--- src/rtl/hamming_parity_pkg.sv ---
package hamming_parity_pkg;

  localparam int DATA_W = 8;
  localparam int CHK_W  = 4;

  // Coverage of each check bit over the data byte. Data bit 0 is in none.
  function automatic logic [DATA_W-1:0] chk_mask(input int idx);
    logic [DATA_W-1:0] m;
    case (idx)
      0:       m = 8'b1010_1010;
      1:       m = 8'b1100_1100;
      2:       m = 8'b1111_0000;
      3:       m = 8'b1001_0110;
      default: m = '0;
    endcase
    return m;
  endfunction

  typedef enum logic [1:0] {
    FLAG_KEEP  = 2'd0,
    FLAG_SCAN  = 2'd1,
    FLAG_LOAD  = 2'd2
  } flag_op_e;

endpackage

--- src/rtl/hamming_check_gen.sv ---
module hamming_check_gen
  import hamming_parity_pkg::*;
#(
  parameter int DW = DATA_W,
  parameter int CW = CHK_W
) (
  input  logic [DW-1:0] data_i,
  output logic [CW-1:0] chk_o,
  output logic          byte_par_o
);

  for (genvar gi = 0; gi < CW; gi++) begin : g_chk
    localparam logic [DW-1:0] MASK = chk_mask(gi);
    assign chk_o[gi] = ^(data_i & MASK);
  end

  assign byte_par_o = ^data_i;

endmodule

--- src/rtl/hamming_word_par.sv ---
module hamming_word_par (
  input  logic byte_par_i,
  input  logic bpar_i,
  input  logic odd_sel_i,
  output logic word_par_o
);

  logic sensed;

  always_comb begin
    sensed     = byte_par_i ^ odd_sel_i;
    word_par_o = sensed ^ bpar_i;
  end

endmodule

--- src/rtl/hamming_scan_flag.sv ---
module hamming_scan_flag
  import hamming_parity_pkg::*;
(
  input  logic clk,
  input  logic rst_n,
  input  logic en_n_i,
  input  logic shift_i,
  input  logic hold_n_i,
  input  logic scan_i,
  input  logic load_d_i,
  output logic flag_o
);

  flag_op_e op;
  logic     flag_q;
  logic     flag_d;

  always_comb begin
    if (en_n_i)        op = FLAG_KEEP;
    else if (shift_i)  op = FLAG_SCAN;
    else if (!hold_n_i) op = FLAG_KEEP;
    else               op = FLAG_LOAD;
  end

  always_comb begin
    case (op)
      FLAG_SCAN: flag_d = scan_i;
      FLAG_LOAD: flag_d = load_d_i;
      default:   flag_d = flag_q;
    endcase
  end

  always_ff @(posedge clk or negedge rst_n) begin
    if (!rst_n) flag_q <= 1'b0;
    else        flag_q <= flag_d;
  end

  assign flag_o = flag_q;

  a_r6_disabled_keeps: assert property (@(posedge clk) disable iff (!rst_n)
    en_n_i |=> $stable(flag_o));

  a_r7_shift_takes_scan: assert property (@(posedge clk) disable iff (!rst_n)
    (!en_n_i && shift_i) |=> (flag_o == $past(scan_i)));

  a_r8_hold_keeps: assert property (@(posedge clk) disable iff (!rst_n)
    (!en_n_i && !shift_i && !hold_n_i) |=> $stable(flag_o));

  a_r9_load_parity: assert property (@(posedge clk) disable iff (!rst_n)
    (!en_n_i && !shift_i && hold_n_i) |=> (flag_o == $past(load_d_i)));

endmodule

--- src/rtl/hamming_parity_scan.sv ---
module hamming_parity_scan
  import hamming_parity_pkg::*;
(
  input  logic              clk,
  input  logic              rst_n,
  input  logic [DATA_W-1:0] data_i,
  input  logic              odd_sel_i,
  input  logic              bpar_i,
  input  logic              en_n_i,
  input  logic              hold_n_i,
  input  logic              shift_i,
  input  logic              scan_i,
  output logic [CHK_W-1:0]  chk_o,
  output logic              byte_par_o,
  output logic              word_par_o,
  output logic              err_o,
  output logic              err_n_o
);

  localparam int SYNC_STAGES = 2;

  logic [SYNC_STAGES-1:0] rst_sync_q;
  logic                   rst_int_n;
  logic                   flag;

  // Reset asserts at once and releases after SYNC_STAGES edges.
  always_ff @(posedge clk or negedge rst_n) begin
    if (!rst_n) rst_sync_q <= '0;
    else        rst_sync_q <= {rst_sync_q[SYNC_STAGES-2:0], 1'b1};
  end
  assign rst_int_n = rst_sync_q[SYNC_STAGES-1];

  hamming_check_gen #(
    .DW(DATA_W),
    .CW(CHK_W)
  ) u_chk (
    .data_i    (data_i),
    .chk_o     (chk_o),
    .byte_par_o(byte_par_o)
  );

  hamming_word_par u_wpar (
    .byte_par_i(byte_par_o),
    .bpar_i    (bpar_i),
    .odd_sel_i (odd_sel_i),
    .word_par_o(word_par_o)
  );

  hamming_scan_flag u_flag (
    .clk     (clk),
    .rst_n   (rst_int_n),
    .en_n_i  (en_n_i),
    .shift_i (shift_i),
    .hold_n_i(hold_n_i),
    .scan_i  (scan_i),
    .load_d_i(word_par_o),
    .flag_o  (flag)
  );

  assign err_o   = flag;
  assign err_n_o = ~flag;

  a_r10_flag_clear_in_reset: assert property (@(posedge clk)
    !rst_int_n |-> !err_o);

  a_r11_complement_pair: assert property (@(posedge clk) disable iff (!rst_n)
    err_n_o != err_o);

endmodule

--- config.mk ---
export PLATFORM = sky130hd
export DESIGN_NAME = hamming_parity_scan
export DESIGN_NICKNAME = d
export VERILOG_FILES = /design/src/rtl/hamming_parity_pkg.sv /design/src/rtl/hamming_check_gen.sv /design/src/rtl/hamming_word_par.sv /design/src/rtl/hamming_scan_flag.sv /design/src/rtl/hamming_parity_scan.sv
export SDC_FILE = /design/constraint.sdc
export NUM_CORES = 1
export LEC_CHECK = 0
export ABC_AREA = 1
export BUFFER_PORTS_ARGS = -buffer_cell sky130_fd_sc_hd__buf_4
export CORE_AREA = 2 2 39 41
export CTS_CLUSTER_SIZE = 14
export DETAILED_ROUTE_END_ITERATION = 8
export DIE_AREA = 0 0 41 43
export HOLD_SLACK_MARGIN = 0.12
export PLACE_DENSITY = 0.66
export SLEW_MARGIN = 25
export SYNTH_ARGS = -nofsm -noshare
export SYNTH_HDL_FRONTEND = slang
export SYNTH_SLANG_ARGS = --single-unit
--- constraint.sdc ---
create_clock -name clk -period 1.9 [get_ports clk]
set_input_delay 0.285 -clock clk [delete_from_list [all_inputs] [get_ports clk]]
set_output_delay 0.285 -clock clk [all_outputs]
set_load 0.01 [all_outputs]
; ---- Word level (Yosys, flattened, before mapping)
; Cells that the tools add are included.
[totals]
register_bits = 3
inputBits = 16
[op_classes]
n_eq_ne = 2
muxes = 4
bitwise = 3
reduce_logical = 6
[op_table]
columns = op, n
row1 = parity 8 bit, 5
row2 = two-way mux 2 bit, 3
row3 = "== test 2 x 1 -> 1 bit, second input constant", 1
row4 = "== test 2 bit, second input constant", 1
row5 = one-hot mux 1 bit (2 select lines), 1
row6 = nonzero test 2 bit, 1
row7 = bitwise XOR 1 bit, 2
row8 = inverter 1 bit, 1

; ---- Logic depth before layout (Yosys ltp)
; Gate-level depths: netlist of run 1.
[logic_depth]
depth_word = 5
ltp_mapped = 10

; ---- Hierarchy
; Synthesis of run 1 repeated with hierarchy kept, for this count alone.
[hier_totals]
hier_cells = 82
area_unflattened_um2 = 425.4
[by_module_without_submodules]
columns = module, n_inst, cells_each, area_each_um2, seq_area_each_um2
row1 = hamming_check_gen, 1, 54, 245.2, 0.0
row2 = hamming_scan_flag, 1, 15, 87.6, 25.0
row3 = hamming_parity_scan, 1, 4, 57.6, 50.0
row4 = hamming_word_par, 1, 9, 35.0, 0.0

; ---- Worst setup path before layout of run 1
; No wires, ideal clock.
[synth_timing]
path_kind = in2out
startpoint = in data_i[5]
endpoint = out word_par_o
t_arrival_ns = 0.878
t_required_ns = 1.615
path_slack_ns = 0.737
stages = 6
path_cell_list = xnor2_1 -> nand2_2 -> nand2_4 -> nand2_2 -> nand3b_2 -> nand2_1
[synth_via]
elab_chain_cells = 3
[synth_rtl]
columns = element, line
row1 = start: declaration, hamming_parity_scan.sv:6  ; input logic [DATA_W-1:0] data_i,
row2 = parity 8 bit, hamming_check_gen.sv:17  ; assign byte_par_o = ^data_i;
row3 = bitwise XOR 1 bit, hamming_word_par.sv:11  ; sensed = byte_par_i ^ odd_sel_i;
row4 = bitwise XOR 1 bit, hamming_word_par.sv:12  ; word_par_o = sensed ^ bpar_i;
row5 = end: declaration, hamming_parity_scan.sv:15  ; output logic word_par_o,
; Every way passes these cells.

; ---- Worst setup path in the final report of run 1
; Ends and elaborated chain as after synthesis.

==> results of run 1 <==
==> power by group through the flow <==
stage	combinational [mW]	clock, mW	sequential (mW)
2_1_floorplan	0.102	0	0.0764
3_3_place_gp	0.188	0	0.0746
3_5_place_dp	0.194	0	0.0747
4_1_cts	0.198	0.113	0.0737
5_1_grt	0.216	0.119	0.0750
6_report	0.195	0.108	0.0737
==> registers in the layout, indices dropped and copies added, names as in the netlist <==
name / cells
u_flag.flag_o: 1
rst_sync_q: 2
==> placed cells by master, fill, tap and decap left out <==
master | Yosys | routed
buf_4 | 0 | 23
clkbuf_1 | 0 | 1
inv_2 | 3 | 3
ha_1 | 1 | 1
nor3b_1 | 1 | 1
dlygate4sd3_1 | 0 | 2
nor2_1 | 2 | 2
dfrtp_1 | 3 | 3
nand3b_2 | 1 | 1
nand2_2 | 8 | 8
nand3_2 | 2 | 2
nand2_4 | 1 | 1
xor2_1 | 3 | 3
nand2_1 | 34 | 34
clkbuf_4 | 0 | 3
xnor2_1 | 6 | 6
conb_1 | 1 | 1
inv_1 | 7 | 7
==> critical path, cell delays in order <==
cell	delay (ns)
buf_4	0.13
xnor2_1	0.24
nand2_1	0.10
nand2_2	0.08
nand2_2	0.06
nand3b_2	0.09
nand2_1	0.06
buf_4	0.14
==> layer usage <==
layer	global-route usage, %	wire (µm)	part of all wire (%)
met4	4.00	0	0
met1	14.9	372	40
met2	19.7	527	57
met3	4.71	27	2.9
met5	0	0	0
==> final timing paths <==
| path | from | to | slack [ns] | depth (start not counted) |
|---|---|---|---|---|
| min in group asynchronous | rst_n | rst_sync_q[1]$_DFF_PN0_ | 0.38 | 2 |
| worst max register to register | rst_sync_q[1]$_DFF_PN0_ | u_flag.flag_o$_DFFE_PN0P_ | 1.26 | 1 |
| worst min register to register | rst_sync_q[0]$_DFF_PN0_ | rst_sync_q[1]$_DFF_PN0_ | 0.34 | 0 |
| worst max-delay path | data_i[5] | word_par_o | 0.44 | 8 |
| worst min-delay path | rst_sync_q[0]$_DFF_PN0_ | rst_sync_q[1]$_DFF_PN0_ | 0.34 | 0 |
| max in group asynchronous | rst_sync_q[1]$_DFF_PN0_ | u_flag.flag_o$_DFFE_PN0P_ | 1.26 | 1 |
==> cell families after synthesis <==
logic type	Yosys count
other cells	1
xor+xnor	9
fa+ha+maj	1
buf+inv	10
simple gates	49
flops	3
==> cell type report <==
cell class / count / area, µm² / share of cell area [%]
Multi-Input combinational cell: 60 / 330 / 48.4
Inverter: 10 / 37.5 / 5.50
Clock buffer: 4 / 26.3 / 3.85
Timing Repair Buffer: 25 / 193 / 28.3
Tap cell: 16 / 20.0 / 2.94
Sequential cell: 3 / 75.1 / 11.0
==> per-stage QoR <==
step	setup slack (ns)	utilization (%)	cells	hold WS (ns)	power [mW]
2_1_floorplan	0.737	-	73	-0.0106	0.178
5_1_grt	0.353	49.3	118	0.362	0.410
6_report	0.440	49.3	118	0.344	0.377
4_1_cts	0.429	49.3	118	0.346	0.385
3_5_place_dp	0.429	45.9	112	-0.000835	0.269
3_3_place_gp	0.480	45.9	112	-0.00279	0.262
==> flow_metrics.py, run 1 <==
metrics = {
    "synthesis": {
        "syn-num-nets": 90,
        "synth_edf_count": 0,
        "ys_top_cells_by_area": "nand2_1 (29%), dfrtp_1 (17%), xnor2_1 (12%), nand2_2 (11%), inv_1 (5.9%)",
        "ys_seq_elements": 3,
        "ys_warn_count": 0,
        "synth_ff_type": "dfrtp_1",
        "async_flop_share_pct": 100,
        "muxShareOfSynthArea_pct": 0,
        "syn_area_per_cell_um2": 6.07,
        "synth_top_area_share_pct": 28.8,
        "yosys-top-cells-count": "nand2_1 (34), nand2_2 (8), inv_1 (7), xnor2_1 (6)",
        "synth-simple-area-share_pct": 53.1,
        "synth.yosys.seq_area_share_pct": 16.9,
        "synthAdderAreaFrac_pct": 2.82,
        "synth_top_cell_by_area": "nand2_1",
        "synth_compound_area_share_pct": 0,
        "syn_inst": 73,
        "synthesis.area_um2": 443,
        "synth.distinct_cells": 14,
        "yosysMostFrequentCell": "nand2_1",
        "synth_xor_area_share_pct": 17.8,
        "synth_top_family_by_area": "simple AND/OR/NAND/NOR gates",
    },
    "job": {
        "drv_cap": 0,
    },
    "routing": {
        "wl_per_cell_um": 7.86,
        "dr_total_vias": 492,
        "wl_um": 927,
        "drt_iter0_drc": 5,
        "via_per_inst": 4.17,
        "ant_nets": 0,
        "dr.pass1.iters": 4,
        "drc": 0,
    },
    "clock_tree": {
        "cts_tree": "built",
        "clock_latency_ns": 0.23,
        "clock_path_buffers": 2,
        "cts_num_sinks": 3,
        "numCtsBuffers": 3,
        "htree_num_levels": 1,
        "cts_resized": 0,
        "cts_setup_buffers": 0,
        "cts-root-buf": "clkbuf_4",
        "ctsHoldBuffers": 2,
        "cts.clk_slew.worst_paths_ns": 0.03,
    },
    "placed_design": {
        "gp_congestion": 0.592,
        "port_buffers": 23,
        "placed_cell_area_um2": 636,
        "hpwlAfterDp_um": 845,
    },
    "outcome": {
        "status": "finished, final reports clean",
    },
    "critical_path": {
        "crit_type": "primary input to output port",
        "endpoint_kind": "output port",
        "arrival_ns": 1.18,
        "crit_path_max_fanout": 4,
        "start_kind": "primary input",
        "worstPathRequired_ns": 1.62,
    },
    "timing": {
        "fin_crit_sh_pct": 76.8,
        "rsz0062_at_grt": "no",
        "tns_ns": 0,
        "slew_viol_final": 0,
        "period_needed_ns": 1.46,
        "hold_violations": 0,
        "setup_violations": 0,
        "clock_skew_ns": 0.000218,
        "max_freq_ghz": 0.685,
    },
    "pwr": {
        "power_switching_uw": 129,
        "pwr-share-clk_pct": 28.6,
        "switching_share_pct": 34.2,
        "combPwrFrac_pct": 51.8,
        "vdd_ir_drop_max_v": 0.000372,
        "power.leakage_nw": 0.398,
        "internal_power_uw": 248,
        "power_density_mw_per_mm2": 552,
        "pwr-share-seq_pct": 19.6,
    },
    "die": {
        "start_util_pct": 32.0,
        "dieArea_mm2": 0.00176,
        "design.core.area_mm2": 0.00138,
        "rows": 14,
        "fp.dieH_um": 43,
        "ios": 24,
        "die-width_um": 41,
    },
    "layout": {
        "diodes": 0,
        "areaGrowthSynthToFinish_pct": 54.0,
        "fin_area_um2": 682,
        "drive_gt1_share_pct": 40.2,
        "fillCellCount": 152,
        "layout.nets": 120,
    },
    "global_route": {
        "first_global_vias": 414,
        "grt_pass1_wl_um": 1520,
        "globalRouteOverflowTotal": 0,
        "antenna_found_initial": 0,
        "grt_max_degree": 6,
        "grt_use_total_pct": 12.5,
    },
    "worst_hold_path": {
        "min_path_type": "flop to flop",
    },
}
(Power assumes the default switching activity.)
==> run 2: changes to the inputs <==
==> constraint.sdc (replaced) <==
create_clock -name clk -period 1.5 [get_ports clk]
set_input_delay 0.225 -clock clk [delete_from_list [all_inputs] [get_ports clk]]
set_output_delay 0.225 -clock clk [all_outputs]
set_load 0.01 [all_outputs]
==> flow_metrics.py, run 2 (synthesis gave the netlist of run 1 again) <==
metrics = {
    "outcome": {
        "status": "finished, final reports clean",
    },
    "pwr": {
        "power.leakage_nw": 0.398,
        "vdd_ir_drop_max_v": 0.000471,
        "power_density_mw_per_mm2": 698,
        "total_power_uw": 476,
    },
    "timing": {
        "tns_ns": 0,
        "hold_ws_ns": 0.318,
        "period_needed_ns": 1.34,
        "max_freq_ghz": 0.746,
        "slew_viol_final": 0,
        "setup_violations": 0,
        "fin_crit_sh_pct": 89.3,
        "clock_skew_ns": 0.000218,
        "hold_violations": 0,
        "rsz0062_at_grt": "no",
    },
    "die": {
        "start_util_pct": 32.0,
        "design.core.area_mm2": 0.00138,
        "dieArea_mm2": 0.00176,
        "ios": 24,
        "fp.dieH_um": 43,
        "rows": 14,
        "die-width_um": 41,
    },
    "layout": {
        "utilization_pct": 49.3,
        "regMostFlops": "rst_sync_q",
        "mostFrequentLayoutCell": "nand2_1",
        "drive_gt1_share_pct": 40.2,
        "final_cells": 118,
        "fillCellCount": 158,
        "layout.nets": 120,
        "final_cell_mix": "nand2_1 (34), buf_4 (23), nand2_2 (8), inv_1 (7), xnor2_1 (6)",
        "largest_reg_flops": 2,
        "diodes": 0,
        "areaGrowthSynthToFinish_pct": 54.0,
    },
    "clock_tree": {
        "cts_setup_buffers": 0,
        "cts_num_sinks": 3,
        "numCtsBuffers": 3,
        "clock_latency_ns": 0.23,
        "htree_num_levels": 1,
        "clock_path_buffers": 2,
        "cts_tree": "built",
        "cts-root-buf": "clkbuf_4",
        "cts.clk_slew.worst_paths_ns": 0.03,
    },
    "critical_path": {
        "cp-startpoint": "data_i[5]",
        "worstPathRequired_ns": 1.27,
        "crit_type": "primary input to output port",
        "crit_end": "word_par_o",
        "r2r_cells": 1,
        "r2r_slack_ns": 0.87,
        "start_kind": "primary input",
        "endpoint_kind": "output port",
        "arrival_ns": 1.11,
        "crit_path_max_fanout": 4,
        "worstReg2RegStart": "rst_sync_q[1]$_DFF_PN0_",
        "reg2reg_to": "u_flag.flag_o$_DFFE_PN0P_",
    },
    "placed_design": {
        "port_buffers": 23,
        "hpwlAfterDp_um": 842,
        "placed_cells": 112,
        "gp_congestion": 0.592,
    },
    "global_route": {
        "globalRouteOverflowTotal": 0,
        "antenna_found_initial": 0,
        "first_global_vias": 412,
        "grt_max_degree": 6,
        "grt_use_total_pct": 12.4,
        "grt_pass1_wl_um": 1510,
    },
    "job": {
        "drv_cap": 0,
    },
    "worst_hold_path": {
        "min_path_type": "primary input to asynchronous set/reset pin",
    },
    "routing": {
        "wl_um": 901,
        "drt_iter0_drc": 3,
        "dr_total_vias": 491,
        "dr.pass1.iters": 4,
        "ant_nets": 0,
        "wl_per_cell_um": 7.64,
        "via_per_inst": 4.16,
        "drc": 0,
    },
}
-- run 2: cell counts in the layout (fill, tap and decap cells not counted) --
No cell type changed its count.
-- run 2: cell type report --
type / instances / area [µm²] / area share, %
Clock buffer: 4 / 26.3 / 3.85
Inverter: 10 / 37.5 / 5.50
Multi-Input combinational cell: 60 / 330 / 48.4
Sequential cell: 3 / 75.1 / 11.0
Tap cell: 16 / 20.0 / 2.94
Timing Repair Buffer: 25 / 193 / 28.3
-- run 2: stage by stage --
| step | cell area (µm²) | worst slack [ns] |
|---|---|---|
| after floorplan | 443 | 0.457 |
| after global placement | 636 | 0.200 |
| after detailed placement | 636 | 0.149 |
| after CTS | 682 | 0.149 |
| after global routing | 682 | 0.0550 |
| final | 682 | 0.160 |
-- run 2: worst min-delay path by stage --
stage | to | slack, ns | cells past startpoint
final | rst_sync_q[1]$_DFF_PN0_ | 0.32 | 2
after global routing | rst_sync_q[1]$_DFF_PN0_ | 0.31 | 2
after CTS | rst_sync_q[1]$_DFF_PN0_ | 0.31 | 2
after detailed placement | u_flag.flag_o$_DFFE_PN0P_ | -0.0008 | 0
after global placement | u_flag.flag_o$_DFFE_PN0P_ | -0.003 | 0
after floorplan | rst_sync_q[0]$_DFF_PN0_ | -0.07 | 0
-- run 2: metal layers --
metal | track usage, % | wire (µm) | vias to the layer above | share of wire [%]
met3 | 4.71 | 31 | 0 | 3.4
li1 | - | - | 270 | -
met5 | 0 | 0 | - | 0
met4 | 4.00 | 0 | 0 | 0
met2 | 19.7 | 509 | 9 | 56
met1 | 14.6 | 360 | 212 | 40
-- run 2: where the power goes --
| group | leakage [nW] | internal (mW) | switching [mW] | total [mW] |
|---|---|---|---|---|
| clock | 0.0150 | 0.0994 | 0.0371 | 0.136 |
| combinational | 0.347 | 0.125 | 0.121 | 0.246 |
| sequential | 0.0356 | 0.0893 | 0.00399 | 0.0932 |
-- run 2: worst max-delay path: stages --
cell and delay [ns]:
buf_4 0.13, xnor2_1 0.24, nand2_1 0.10, nand2_2 0.08
nand2_2 0.06, nand3b_2 0.09, nand2_1 0.06, buf_4 0.14
-- run 2: what timing repair did --
action,4_1_cts,5_1_grt
gates resized for setup,0,0
hold buffers,2,0
hold endpoints to repair,3,0
==> run 3: changes to the inputs <==
--- a/config.mk
+++ b/config.mk
@@ -12,7 +12,8 @@
 export DETAILED_ROUTE_END_ITERATION = 8
 export DIE_AREA = 0 0 41 43
 export HOLD_SLACK_MARGIN = 0.12
-export PLACE_DENSITY = 0.66
+export PLACE_DENSITY = 0.71
+export SKIP_CTS_REPAIR_TIMING = 1
 export SLEW_MARGIN = 25
 export SYNTH_ARGS = -nofsm -noshare
 export SYNTH_HDL_FRONTEND = slang
==> flow_metrics.py, run 3 (synthesis gave the netlist of run 1 again) <==
metrics = {
    "timing": {
        "fin_crit_sh_pct": 86.6,
        "slew_viol_final": 0,
        "rsz0062_at_grt": "no",
        "period_needed_ns": 1.30,
        "clock_skew_ns": 0.00349,
        "hold_ws_ns": 0.309,
        "setup_ws_ns": 0.200,
        "max_freq_ghz": 0.769,
        "setup_violations": 0,
        "hold_violations": 0,
        "tns_ns": 0,
    },
    "critical_path": {
        "worstPathRequired_ns": 1.27,
        "crit_type": "primary input to output port",
        "r2r_slack_ns": 0.87,
        "reg2reg_to": "u_flag.flag_o$_DFFE_PN0P_",
        "r2r_cells": 1,
        "arrival_ns": 1.07,
        "start_kind": "primary input",
        "crit_path_max_fanout": 4,
        "worstReg2RegStart": "rst_sync_q[1]$_DFF_PN0_",
        "endpoint_kind": "output port",
    },
    "layout": {
        "layout.nets": 120,
        "drive_gt1_share_pct": 40.2,
        "mostFrequentLayoutCell": "nand2_1",
        "fillCellCount": 143,
        "multi_input_area_um2": 330,
        "regMostFlops": "rst_sync_q",
        "fin_area_um2": 682,
        "utilization_pct": 49.3,
        "largest_reg_flops": 2,
        "areaGrowthSynthToFinish_pct": 54.0,
        "final_cell_mix": "nand2_1 (34), buf_4 (23), nand2_2 (8), inv_1 (7), xnor2_1 (6)",
        "diodes": 0,
        "regArea_um2": 75.1,
    },
    "global_route": {
        "grt_pass1_wl_um": 1260,
        "grt_use_total_pct": 10.1,
        "globalRouteOverflowTotal": 0,
        "grt_max_degree": 6,
        "first_global_vias": 380,
        "antenna_found_initial": 0,
    },
    "die": {
        "start_util_pct": 32.0,
        "die-width_um": 41,
        "fp.dieH_um": 43,
        "design.core.area_mm2": 0.00138,
        "rows": 14,
        "dieArea_mm2": 0.00176,
        "ios": 24,
    },
    "outcome": {
        "status": "finished, final reports clean",
    },
    "placed_design": {
        "pre_cts_slack_ns": 0.195,
        "gp_congestion": 0.647,
        "placed_cell_area_um2": 636,
        "hpwlAfterDp_um": 759,
        "port_buffers": 23,
    },
    "routing": {
        "dr.pass1.iters": 4,
        "via_per_inst": 4.04,
        "drc": 0,
        "wl_per_cell_um": 7.13,
        "ant_nets": 0,
        "wl_um": 841,
        "dr_total_vias": 477,
        "drt_iter0_drc": 3,
    },
    "pwr": {
        "vdd_ir_drop_max_v": 0.000501,
        "power_density_mw_per_mm2": 704,
        "power.leakage_nw": 0.398,
    },
    "worst_hold_path": {
        "min_path_type": "primary input to asynchronous set/reset pin",
    },
    "clock_tree": {
        "clock_latency_ns": 0.23,
        "clock_path_buffers": 2,
        "htree_num_levels": 1,
        "cts_num_sinks": 3,
        "cts-root-buf": "clkbuf_4",
        "numCtsBuffers": 3,
        "cts.clk_slew.worst_paths_ns": 0.04,
        "cts_tree": "built",
    },
    "job": {
        "drv_cap": 0,
    },
}
==> run 3: cell counts in the layout (fill, tap and decap cells not counted) <==
No cell type changed its count.
==> run 3: report_power, final <==
group | total, mW | leakage, nW | switching (mW) | internal [mW]
combinational | 0.242 | 0.347 | 0.118 | 0.125
clock | 0.144 | 0.0150 | 0.0442 | 0.0999
sequential | 0.0935 | 0.0356 | 0.00436 | 0.0892
==> run 3: layout make-up <==
type	instances	share of cell area, %
inverter	10	5.50
multi-input combinational	60	48.4
clock buffer	4	3.85
tap	16	2.94
sequential	3	11.0
timing repair buffer	25	28.3
==> run 3: how the worst max path moves through the flow <==
stage	endpoint	slack, ns	cells past startpoint	start
after CTS	word_par_o	0.19	10	data_i[1]
after detailed placement	word_par_o	0.19	10	data_i[1]
after global routing	word_par_o	0.11	10	data_i[1]
after global placement	word_par_o	0.20	8	data_i[5]
after floorplan	word_par_o	0.46	6	data_i[5]
final	word_par_o	0.20	10	data_i[1]
==> run 3: stage by stage <==
stage               instances  power, mW
floorplan                  73      0.226
global placement          112      0.332
detailed placement        112      0.337
CTS                       116      0.484
global route              118      0.517
finish                    118      0.480
==> run 3: routing by layer <==
layer	GRT usage [%]	up-vias	part of all wire, %
li1	-	271	-
met1	10.7	198	45
met2	17.2	8	50
met3	3.14	0	5.1
met4	4.00	0	0
met5	0	-	0
==> run 3: critical path: stages <==
cell and delay (ns):
buf_4 0.12, inv_1 0.06, nand2_1 0.05, nand2_1 0.11, nand2_1 0.08, nand2_2 0.09
nand2_2 0.06, nand3b_2 0.09, nand2_1 0.06, buf_4 0.14
